`config.mk`:
```
export PLATFORM = sky130hd
export DESIGN_NAME = sync_counter_group
export DESIGN_NICKNAME = d
export VERILOG_FILES = /design/src/rtl/scg_pkg.sv /design/src/rtl/scg_regbus.sv /design/src/rtl/scg_sync_ctrl.sv /design/src/rtl/scg_channel.sv /design/src/rtl/sync_counter_group.sv
export SDC_FILE = /design/constraint.sdc
export NUM_CORES = 1
export LEC_CHECK = 0
export ABC_AREA = 1
export BUFFER_PORTS_ARGS = -buffer_cell sky130_fd_sc_hd__buf_4
export CAP_MARGIN = 5
export CORE_MARGIN = 1
export CORE_UTILIZATION = 55
export DETAILED_ROUTE_END_ITERATION = 6
export PLACE_DENSITY = 0.68
export SLEW_MARGIN = 25
export SYNTH_ARGS = -nofsm -noshare
export SYNTH_HDL_FRONTEND = slang
export SYNTH_SLANG_ARGS = --single-unit
```
`constraint.sdc`:
```
create_clock -name clk -period 2.4 [get_ports clk]
set_input_delay 0.36 -clock clk [delete_from_list [all_inputs] [get_ports clk]]
set_output_delay 0.36 -clock clk [all_outputs]
set_load 0.005 [all_outputs]
```
`src/rtl/scg_pkg.sv`:
```
// Package: shared types and constants of the counter group.
// Assumes: clear-select encodings are fixed at two bits.
package scg_pkg;
    typedef enum logic [1:0] {
        CLR_NONE  = 2'b00,
        CLR_OWN   = 2'b01,
        CLR_GROUP = 2'b10,
        CLR_RSVD  = 2'b11
    } clr_sel_e;

    localparam int CTRL_W = 8;
endpackage

```
`src/rtl/scg_regbus.sv`:
```
// Register bus decode and read mux for the counter group.
// Counters sit at 0..NCH-1, compares at NCH..2*NCH-1, control at 2*NCH.
// Assumes: 2*NCH+1 addresses fit in AW bits; reads are combinational.
module scg_regbus #(
    parameter int NCH = 6,
    parameter int CW  = 16,
    parameter int AW  = 4
) (
    input  logic                     bus_wr,
    input  logic [AW-1:0]            bus_addr,
    input  logic [NCH-1:0][CW-1:0]   cnt_all,
    input  logic [NCH-1:0][CW-1:0]   cmp_all,
    input  logic [NCH-1:0]           sync_q,
    output logic [NCH-1:0]           cnt_wr_oh,
    output logic [NCH-1:0]           cmp_wr_oh,
    output logic                     ctrl_wr,
    output logic [CW-1:0]            rdata
);
    localparam int CMP_BASE  = NCH;
    localparam int CTRL_ADDR = 2 * NCH;

    // Per-channel write strobes from address decode.
    for (genvar i = 0; i < NCH; i++) begin : g_dec
        assign cnt_wr_oh[i] = bus_wr && (bus_addr == AW'(i));
        assign cmp_wr_oh[i] = bus_wr && (bus_addr == AW'(CMP_BASE + i));
    end
    assign ctrl_wr = bus_wr && (bus_addr == AW'(CTRL_ADDR));

    // Read mux: unmapped addresses return zero.
    always_comb begin
        rdata = '0;
        for (int i = 0; i < NCH; i++) begin
            if (bus_addr == AW'(i))            rdata = cnt_all[i];
            if (bus_addr == AW'(CMP_BASE + i)) rdata = cmp_all[i];
        end
        if (bus_addr == AW'(CTRL_ADDR)) rdata = CW'(sync_q);
    end
endmodule

```
`src/rtl/scg_sync_ctrl.sv`:
```
// Synchronization control: holds the per-channel sync bits and turns
// bus writes and compare hits into per-channel preset and clear enables.
// Assumes: own_hit is already qualified by count_en and clear-select 01.
module scg_sync_ctrl
    import scg_pkg::*;
#(
    parameter int NCH = 6
) (
    input  logic                 clk,
    input  logic                 rst_n,
    input  logic                 ctrl_wr,
    input  logic [CTRL_W-1:0]    ctrl_wdata,
    input  logic [NCH-1:0]       cnt_wr_oh,
    input  logic [NCH-1:0]       own_hit,
    input  logic [2*NCH-1:0]     clr_sel,
    output logic [NCH-1:0]       sync_q,
    output logic [NCH-1:0]       preset_en,
    output logic [NCH-1:0]       clr_en
);
    logic group_hit;
    logic set_wr;

    // Control register: only the sync bits are stored, upper bits are dropped.
    always_ff @(posedge clk) begin
        if (!rst_n)       sync_q <= '0;
        else if (ctrl_wr) sync_q <= ctrl_wdata[NCH-1:0];
    end

    // Set-wide events: a member write or a member own-compare clear.
    always_comb begin
        group_hit = |(sync_q & own_hit);
        set_wr    = |(sync_q & cnt_wr_oh);
    end

    // Per-channel enables derived from the set-wide events.
    always_comb begin
        for (int i = 0; i < NCH; i++) begin
            preset_en[i] = cnt_wr_oh[i] || (sync_q[i] && set_wr);
            clr_en[i]    = own_hit[i] ||
                           (sync_q[i] && (clr_sel_e'(clr_sel[2*i +: 2]) == CLR_GROUP)
                            && group_hit);
        end
    end

    // sync bits change only on a control write.
    a_r2_ctrl_hold: assert property (@(posedge clk) disable iff (!rst_n)
        !ctrl_wr |=> $stable(sync_q));
endmodule

```
`src/rtl/scg_channel.sv`:
```
// One counter channel: 16-bit up-counter plus compare register.
// Priority per cycle: preset, then clear, then increment.
// Assumes: preset_en and clr_en come from the sync control block.
module scg_channel
    import scg_pkg::*;
#(
    parameter int CW = 16
) (
    input  logic           clk,
    input  logic           rst_n,
    input  logic           count_en,
    input  logic [1:0]     sel,
    input  logic           preset_en,
    input  logic [CW-1:0]  wdata,
    input  logic           cmp_wr,
    input  logic           clr_en,
    output logic [CW-1:0]  cnt_q,
    output logic [CW-1:0]  cmp_q,
    output logic           own_hit
);
    // Own compare hit only counts on an enabled edge with select 01.
    assign own_hit = count_en && (clr_sel_e'(sel) == CLR_OWN) && (cnt_q == cmp_q);

    // Counter update with preset > clear > increment priority.
    always_ff @(posedge clk) begin
        if (!rst_n)         cnt_q <= '0;
        else if (preset_en) cnt_q <= wdata;
        else if (clr_en)    cnt_q <= '0;
        else if (count_en)  cnt_q <= cnt_q + 1'b1;
    end

    // Compare register load from the bus.
    always_ff @(posedge clk) begin
        if (!rst_n)      cmp_q <= '0;
        else if (cmp_wr) cmp_q <= wdata;
    end

    // a preset always lands, whatever else happens that cycle.
    a_r10_preset_wins: assert property (@(posedge clk) disable iff (!rst_n)
        preset_en |=> cnt_q == $past(wdata));
    // wrap from all ones to zero.
    a_r4_wrap: assert property (@(posedge clk) disable iff (!rst_n)
        count_en && !preset_en && !clr_en && (cnt_q == '1) |=> cnt_q == '0);
    // idle counter holds.
    a_r4_hold: assert property (@(posedge clk) disable iff (!rst_n)
        !count_en && !preset_en && !clr_en |=> $stable(cnt_q));
    // an own compare hit without a preset zeroes the counter.
    a_r7_own_clear: assert property (@(posedge clk) disable iff (!rst_n)
        own_hit && !preset_en |=> cnt_q == '0);
endmodule

```
`src/rtl/sync_counter_group.sv`:
```
// Top of the counter group: NCH channels, sync control and register bus.
// Assumes: CW >= 8 so the control register fits the read data.
module sync_counter_group
    import scg_pkg::*;
#(
    parameter int NCH = 6,
    parameter int CW  = 16,
    parameter int AW  = 4
) (
    input  logic               clk,
    input  logic               rst_n,
    input  logic               count_en,
    input  logic [2*NCH-1:0]   clr_sel,
    input  logic [AW-1:0]      bus_addr,
    input  logic               bus_wr,
    input  logic [CW-1:0]      bus_wdata,
    output logic [CW-1:0]      bus_rdata
);
    localparam int CTRL_ADDR = 2 * NCH;

    logic [NCH-1:0][CW-1:0] cnt_all;
    logic [NCH-1:0][CW-1:0] cmp_all;
    logic [NCH-1:0]         sync_q;
    logic [NCH-1:0]         cnt_wr_oh;
    logic [NCH-1:0]         cmp_wr_oh;
    logic [NCH-1:0]         preset_en;
    logic [NCH-1:0]         clr_en;
    logic [NCH-1:0]         own_hit;
    logic                   ctrl_wr;

    // Bus decode and read mux.
    scg_regbus #(.NCH(NCH), .CW(CW), .AW(AW)) u_bus (
        .bus_wr    (bus_wr),
        .bus_addr  (bus_addr),
        .cnt_all   (cnt_all),
        .cmp_all   (cmp_all),
        .sync_q    (sync_q),
        .cnt_wr_oh (cnt_wr_oh),
        .cmp_wr_oh (cmp_wr_oh),
        .ctrl_wr   (ctrl_wr),
        .rdata     (bus_rdata)
    );

    // Sync bits and group preset/clear fan-out.
    scg_sync_ctrl #(.NCH(NCH)) u_sync (
        .clk        (clk),
        .rst_n      (rst_n),
        .ctrl_wr    (ctrl_wr),
        .ctrl_wdata (bus_wdata[CTRL_W-1:0]),
        .cnt_wr_oh  (cnt_wr_oh),
        .own_hit    (own_hit),
        .clr_sel    (clr_sel),
        .sync_q     (sync_q),
        .preset_en  (preset_en),
        .clr_en     (clr_en)
    );

    // One channel instance per counter.
    for (genvar i = 0; i < NCH; i++) begin : g_ch
        scg_channel #(.CW(CW)) u_ch (
            .clk       (clk),
            .rst_n     (rst_n),
            .count_en  (count_en),
            .sel       (clr_sel[2*i +: 2]),
            .preset_en (preset_en[i]),
            .wdata     (bus_wdata),
            .cmp_wr    (cmp_wr_oh[i]),
            .clr_en    (clr_en[i]),
            .cnt_q     (cnt_all[i]),
            .cmp_q     (cmp_all[i]),
            .own_hit   (own_hit[i])
        );
    end

    // two channels preset together hold equal counts afterwards.
    for (genvar i = 0; i < NCH; i++) begin : g_chk_i
        for (genvar j = i + 1; j < NCH; j++) begin : g_chk_j
            a_r6_preset_equal: assert property (@(posedge clk) disable iff (!rst_n)
                preset_en[i] && preset_en[j] |=> cnt_all[i] == cnt_all[j]);
        end
    end

    // reserved control bits read back as zero.
    a_r2_reserved_zero: assert property (@(posedge clk) disable iff (!rst_n)
        bus_addr == AW'(CTRL_ADDR) |-> bus_rdata[CW-1:NCH] == '0);
endmodule

```
**Word level (Yosys, flattened, before mapping)**

Cells that the tools add are included.

- Register bits: 198
- Input port bits: 36
- Output and inout bits: 16
- Logic and storage cells: 146

- $add $sub $neg: 6
- Equal/unequal tests: 30
- Muxes and demuxes: 31
- Bitwise operators: 2
- Reduce and logical (&&, ||, !) cells: 64

Operators by type and width:

| kind | count |
|---|---|
| 2-to-1 mux 16 bit | 31 |
| adder 16 x 1 -> 16 bit, second input constant | 6 |
| equality test 16 bit | 6 |
| logical AND 1 bit | 43 |
| equality test 4 bit, second input constant | 5 |
| nonzero test 3 bit | 6 |
| equality test 4 x 3 -> 1 bit, second input constant | 4 |
| AND 6 bit | 2 |
| equality test 2 x 1 -> 1 bit, second input constant | 6 |
| equality test 2 bit, second input constant | 6 |
| logical OR 1 bit | 12 |
| OR reduction 6 bit | 2 |
| equality test 4 x 2 -> 1 bit, second input constant | 2 |
| equality test 4 x 1 -> 1 bit, second input constant | 1 |
| zero test 4 bit | 1 |

**Logic depth before layout (Yosys ltp)**

- Depth in word-level cells: 14
- Depth in mapped cells: 15
- Depth with buffers taken out: 14

**Cells and area by module**

Synthesis repeated with hierarchy kept, for this count alone.

- Cell total of the unflattened synthesis: 2166
- Area, all modules: 13372.8 um2

Modules (own cells, without submodules):

| module | times used | cells an instance | area each (um2) | sequential area each (um2) |
|---|---|---|---|---|
| scg_channel | 6 | 273 | 1826.8 | 640.6 |
| scg_regbus | 1 | 432 | 1931.9 | 0.0 |
| scg_sync_ctrl | 1 | 96 | 480.5 | 120.1 |

**Least setup slack after synthesis**

No wires, ideal clock.

- Path type: input-to-output
- Start: input port bus_addr[3]
- End: output port bus_rdata[7]
- Data arrival time: 1.659 ns
- Data required time: 2.040 ns
- Slack: 0.381 ns
- Cell stages on the path: 12
- Buffers on the path: 2
- Cells stage by stage: inv_2 -> nand2_4 -> nor2_2 -> buf_2 -> inv_1 -> buf_2 -> o22ai_1 -> o21ai_0 -> nor4_1 -> nand4_1 -> nor2_1 -> nor2_1

- Word-level cells in the longest chain between the ends: 14
- Elaborated cells on any way between the ends: 26
- Those cells by class: 12 x eq/ne; 13 x mux; 1 x reduce/logical

RTL lines:

| item | RTL line | text |
|---|---|---|
| from (decl) | sync_counter_group.sv:14 | `input logic [AW-1:0] bus_addr,` |
| zero test 4 bit | scg_regbus.sv:33 | `if (bus_addr == AW'(i)) rdata = cnt_all[i];` |
| 2-to-1 mux 16 bit | scg_regbus.sv:33 |  |
| 2-to-1 mux 16 bit | scg_regbus.sv:34 | `if (bus_addr == AW'(CMP_BASE + i)) rdata = cmp_all[i];` |
| 2-to-1 mux 16 bit | scg_regbus.sv:33 |  |
| 2-to-1 mux 16 bit | scg_regbus.sv:34 |  |
| 2-to-1 mux 16 bit | scg_regbus.sv:33 |  |
| 2-to-1 mux 16 bit | scg_regbus.sv:34 |  |
| 2-to-1 mux 16 bit | scg_regbus.sv:33 |  |
| 2-to-1 mux 16 bit | scg_regbus.sv:34 |  |
| 2-to-1 mux 16 bit | scg_regbus.sv:33 |  |
| 2-to-1 mux 16 bit | scg_regbus.sv:34 |  |
| 2-to-1 mux 16 bit | scg_regbus.sv:33 |  |
| 2-to-1 mux 16 bit | scg_regbus.sv:34 |  |
| 2-to-1 mux 16 bit * | scg_regbus.sv:36 | `if (bus_addr == AW'(CTRL_ADDR)) rdata = CW'(sync_q);` |
| to (decl) | sync_counter_group.sv:17 | `output logic [CW-1:0] bus_rdata` |

Every way passes the cells marked *; elsewhere a longest branch is shown, timed or not.

**Final worst setup path**

- Start: register g_ch[0].u_ch.cnt_q[4]
- End: output port bus_rdata[4]

- Word-level cells in the longest chain between the ends: 13

RTL lines:

| item | RTL line | text |
|---|---|---|
| from (decl) | scg_channel.sv:17 | `output logic [CW-1:0] cnt_q,` |
| from (signal assigned) | scg_channel.sv:27 | `else if (preset_en) cnt_q <= wdata;` |
| from (signal assigned) | scg_channel.sv:29 | `else if (count_en) cnt_q <= cnt_q + 1'b1;` |
| 2-to-1 mux 16 bit | scg_regbus.sv:33 |  |
| 2-to-1 mux 16 bit | scg_regbus.sv:34 |  |
| 2-to-1 mux 16 bit | scg_regbus.sv:33 |  |
| 2-to-1 mux 16 bit | scg_regbus.sv:34 |  |
| 2-to-1 mux 16 bit | scg_regbus.sv:33 |  |
| 2-to-1 mux 16 bit | scg_regbus.sv:34 |  |
| 2-to-1 mux 16 bit | scg_regbus.sv:33 |  |
| 2-to-1 mux 16 bit | scg_regbus.sv:34 |  |
| 2-to-1 mux 16 bit | scg_regbus.sv:33 |  |
| 2-to-1 mux 16 bit | scg_regbus.sv:34 |  |
| 2-to-1 mux 16 bit | scg_regbus.sv:33 |  |
| 2-to-1 mux 16 bit | scg_regbus.sv:34 |  |
| 2-to-1 mux 16 bit | scg_regbus.sv:36 |  |

Every way passes these cells.

==> impl_results.md <==
* Main combinational cell family by area after synthesis: simple AND/OR/NAND/NOR gates
* Clk_lat worst skew at 460 ps
* Fraction of final layout cells sized beyond drive strength 1 at 16.7%
* Total Power at 7.80 mW
* Via/cell ratio at 5.93
* Synth area leader: dfxtp_1
* Multi-input logic area at 8070 sq um
* EDFF count, synth at 0
* R2r setup slk at 150 ps
* Mux cell area share after synthesis at 0%
* Sink Count at 198
* DIE WIDTH at 158 um
* Sum Neg Setup Slack at -36.5 ps
* First-pass GRT wire length at 76.7 mm
* Worst path cell trace: inv_2, o22ai_2, a21oi_2, o21ai_2, nor2_1, nand3_1, nor2_2, nand4_1, nor2_1, nand2_1, buf_4
* Wire length per cell at 20.3 um
* Violated checks: setup timing
* RSZ-0062 raised after global routing: true
* Reg2reg path depth at 14
* CP delay by family, top: simple AND/OR/NAND/NOR gates
* Antenna violations before repair at 0
* Top post-synthesis cells by area: dfxtp_1 30%, nand2_1 14%, o21ai_0 9.3%, a21oi_1 7.8%, inv_1 6.8%
* Die height at 158 um
* Most frequent cell after synthesis: nand2_1
* Critical path class: register to output pin
* Initial core utilization at 56.6%
* Avg Inst Size Synth at 6.30 sq um
* Mapped Nets at 2,167
* WP depth at 11
* Fraction of registers with async set/reset at 0%
* Worst path slowest cell: dfxtp_2
* Max FO, Critical Path at 3
* Buffers on Ports at 51
* Top cell type's share of synthesized area at 29.6%
* Critical R2R Capture: g_ch[2].u_ch.cnt_q[4]
* Outcome: complete, but fails checks
* Critical path startpoint: g_ch[0].u_ch.cnt_q[4]
* Largest net degree at the start of global routing at 55
* Die ar. at 25,000 sq um
* Worst R2R Start: g_ch[2].u_ch.cnt_q[4]
* Aggregate routed wire length at 51.5 mm
* Count of final setup violators at 1
* Filler cells at 2,266
* Worst setup endpoint: bus_rdata[4]
* Post-synthesis compound-gate area fraction at 19.3%
* Peak supply drop at 0.507 mV
* CTS H-tree lvls at 4
* Total track usage at 41.4%
* Post-Place Setup Slack at -134 ps
* Vias post-DR at 15,000
* Power Dens Cells at 501 nW/um^2
* Slew headroom at 36.1%
* Initial detailed-routing violation count at 1,877
* Crit path buffers/inverters at 2
* Drt pass-1 iters at 6
* Total grt overflow at 0
* Detailed-route DRC error count at 0
* Slowest stage delay, CP at 350 ps
* Commonest cells post-synth: 501 x nand2_1, 249 x o21ai_0, 243 x inv_1
* # IOs at 52
* Synth Flop Type: dfxtp_1
* Required @ worst endpoint at 2040 ps
* Hold WC Path Type: input port to register
* FF/Latch Area at 4010 sq um
* Worst setup SP type: register
* Cell Area, Synth at 13,400 sq um
* Core area at 23,700 sq um
* Clock Tree Root: clkbuf_16
* CP endpoint kind: output pin
* CTS Buf Count at 17
* Synth warnings at 0
* Final Skew at 21.4 ps
* Max-slew violations at 0
* Clock transition at path regs at 90 ps
* Fmax at 0.410 GHz
* Clock buffer depth at 2
* Register area share after synthesis at 29.6%
* Static Leak at 6.50 nW
* Nets at 2,248
* Simple-gate portion of the synthesized area at 35.2%
* Final hold vios at 0
* Worst Path Arrival at 2080 ps
* Minimum clock period at 2440 ps
* Final GP Congestion at 1.02
* Post-route ant nets at 0
* P&R area growth vs syn at 16.2%
* CTS tree: done
* Std-Cell Rows at 56
* CP dominant cell by count: nor2_1
* Crit share post-route at 102%
* Adder-cell share of the synthesized area at 0.560%
* Worst Tran Pin Value at 958 ps
* Post-synth cell types at 40
* Syn Inst Count at 2,125
* Post-Synth XOR/XNOR Area at 3.86%
* Setup ws final at -36.5 ps
* Post-synthesis register bit count at 198
* Max-Cap Viols at 0
* DP Wirelength at 36.1 mm
* Number of global-route vias before repair at 13,200
## kinds of logic after synthesis
group | after synthesis
AOI/OAI and AO/OA | 498
xor gates and xnor gates | 59
adders and majority gates | 6
buffers and inverters | 367
DFF | 198
and+or+nand+nor | 997
## worst reg2reg max path: stages (launching register included)
cell and delay [ps]:
dfxtp_1 390, inv_1 190, nand2_1 70, a21oi_1 150
nand2_1 70, nor2_1 150, nand4_1 160, nand2_1 170
nor2_1 60, nand2_1 110, buf_4 150, nand2_1 130
buf_12 190, nand3b_1 80, a21oi_1 70
## worst min path at each step
stage	startpoint	endpoint	slack, ps	cells after the start
after floorplan	g_ch[4].u_ch.cmp_q[6]	g_ch[4].u_ch.cmp_q[6]	450	2
after CTS	bus_wdata[11]	g_ch[2].u_ch.cnt_q[11]	300	3
after global placement	g_ch[2].u_ch.cmp_q[4]	g_ch[2].u_ch.cmp_q[4]	470	2
after detailed placement	g_ch[5].u_ch.cmp_q[15]	g_ch[5].u_ch.cmp_q[15]	470	2
final	bus_wdata[11]	g_ch[2].u_ch.cnt_q[11]	300	3
after global routing	bus_wdata[10]	g_ch[0].u_ch.cnt_q[10]	290	3
## power breakdown
part / internal (mW) / switching [mW]
sequential: 3.41 / 0.167
combinational: 0.511 / 0.872
clock: 1.36 / 1.48
total: 5.28 / 2.52
## layout make-up
class	count	share of cell area, %
antenna	1	0.0161
clock inverter	13	0.731
clock buffer	18	2.76
timing repair buffer	180	10.2
inverter	248	6.18
timing repair inverter	1	0.0321
sequential	198	25.7
multi-input combinational	1560	51.8
tap	319	2.56
## state kept, by name (all words and copies together), names as in the netlist
name / flops
g_ch.u_ch.cnt_q: 96
u_sync.sync_q: 6
g_ch.u_ch.cmp_q: 96
## placed cells by master (no fill, tap or decap), types with 14 or more instances in the layout
master       n
nand2_1    498
o21ai_0    236
inv_1      213
a21oi_1    204
dfxtp_1    179
nor2_1     169
buf_4      156
nand3_1    104
nand4_1     94
xor2_1      47
inv_2       24
nand3b_1    23
nor3_1      20
clkbuf_16   17
nand2_4     16
buf_12      16
or2_2       14
## stage by stage
stage | utilization (%) | hold slack, ps | cell area (sq um) | cells
2_1_floorplan | - | 449 | 13400 | 2125
3_3_place_gp | 61.6 | 472 | 14600 | 2486
3_5_place_dp | 61.6 | 470 | 14600 | 2486
4_1_cts | 64.2 | 296 | 15200 | 2519
5_1_grt | 65.7 | 294 | 15600 | 2537
6_report | 65.7 | 300 | 15600 | 2538
## what timing repair did
item / CTS / global route
pin swaps: 3 / 38
gates cloned: 0 / 1
gates resized for setup: 35 / 98
hold buffers: 0 / 0
setup endpoints to repair: 14 / 21
buffers inserted: 2 / 17
## routing by layer
layer  vias to the layer above  GRT usage [%]  share of wire, %
met1                      6902           54.0                40
met2                       816           64.9                44
met5                         -              0                 0
li1                       7140              -                 -
met4                         0           22.3               6.1
met3                       183           7.34               9.9
Note: power is estimated with default switching activity, not from simulation.
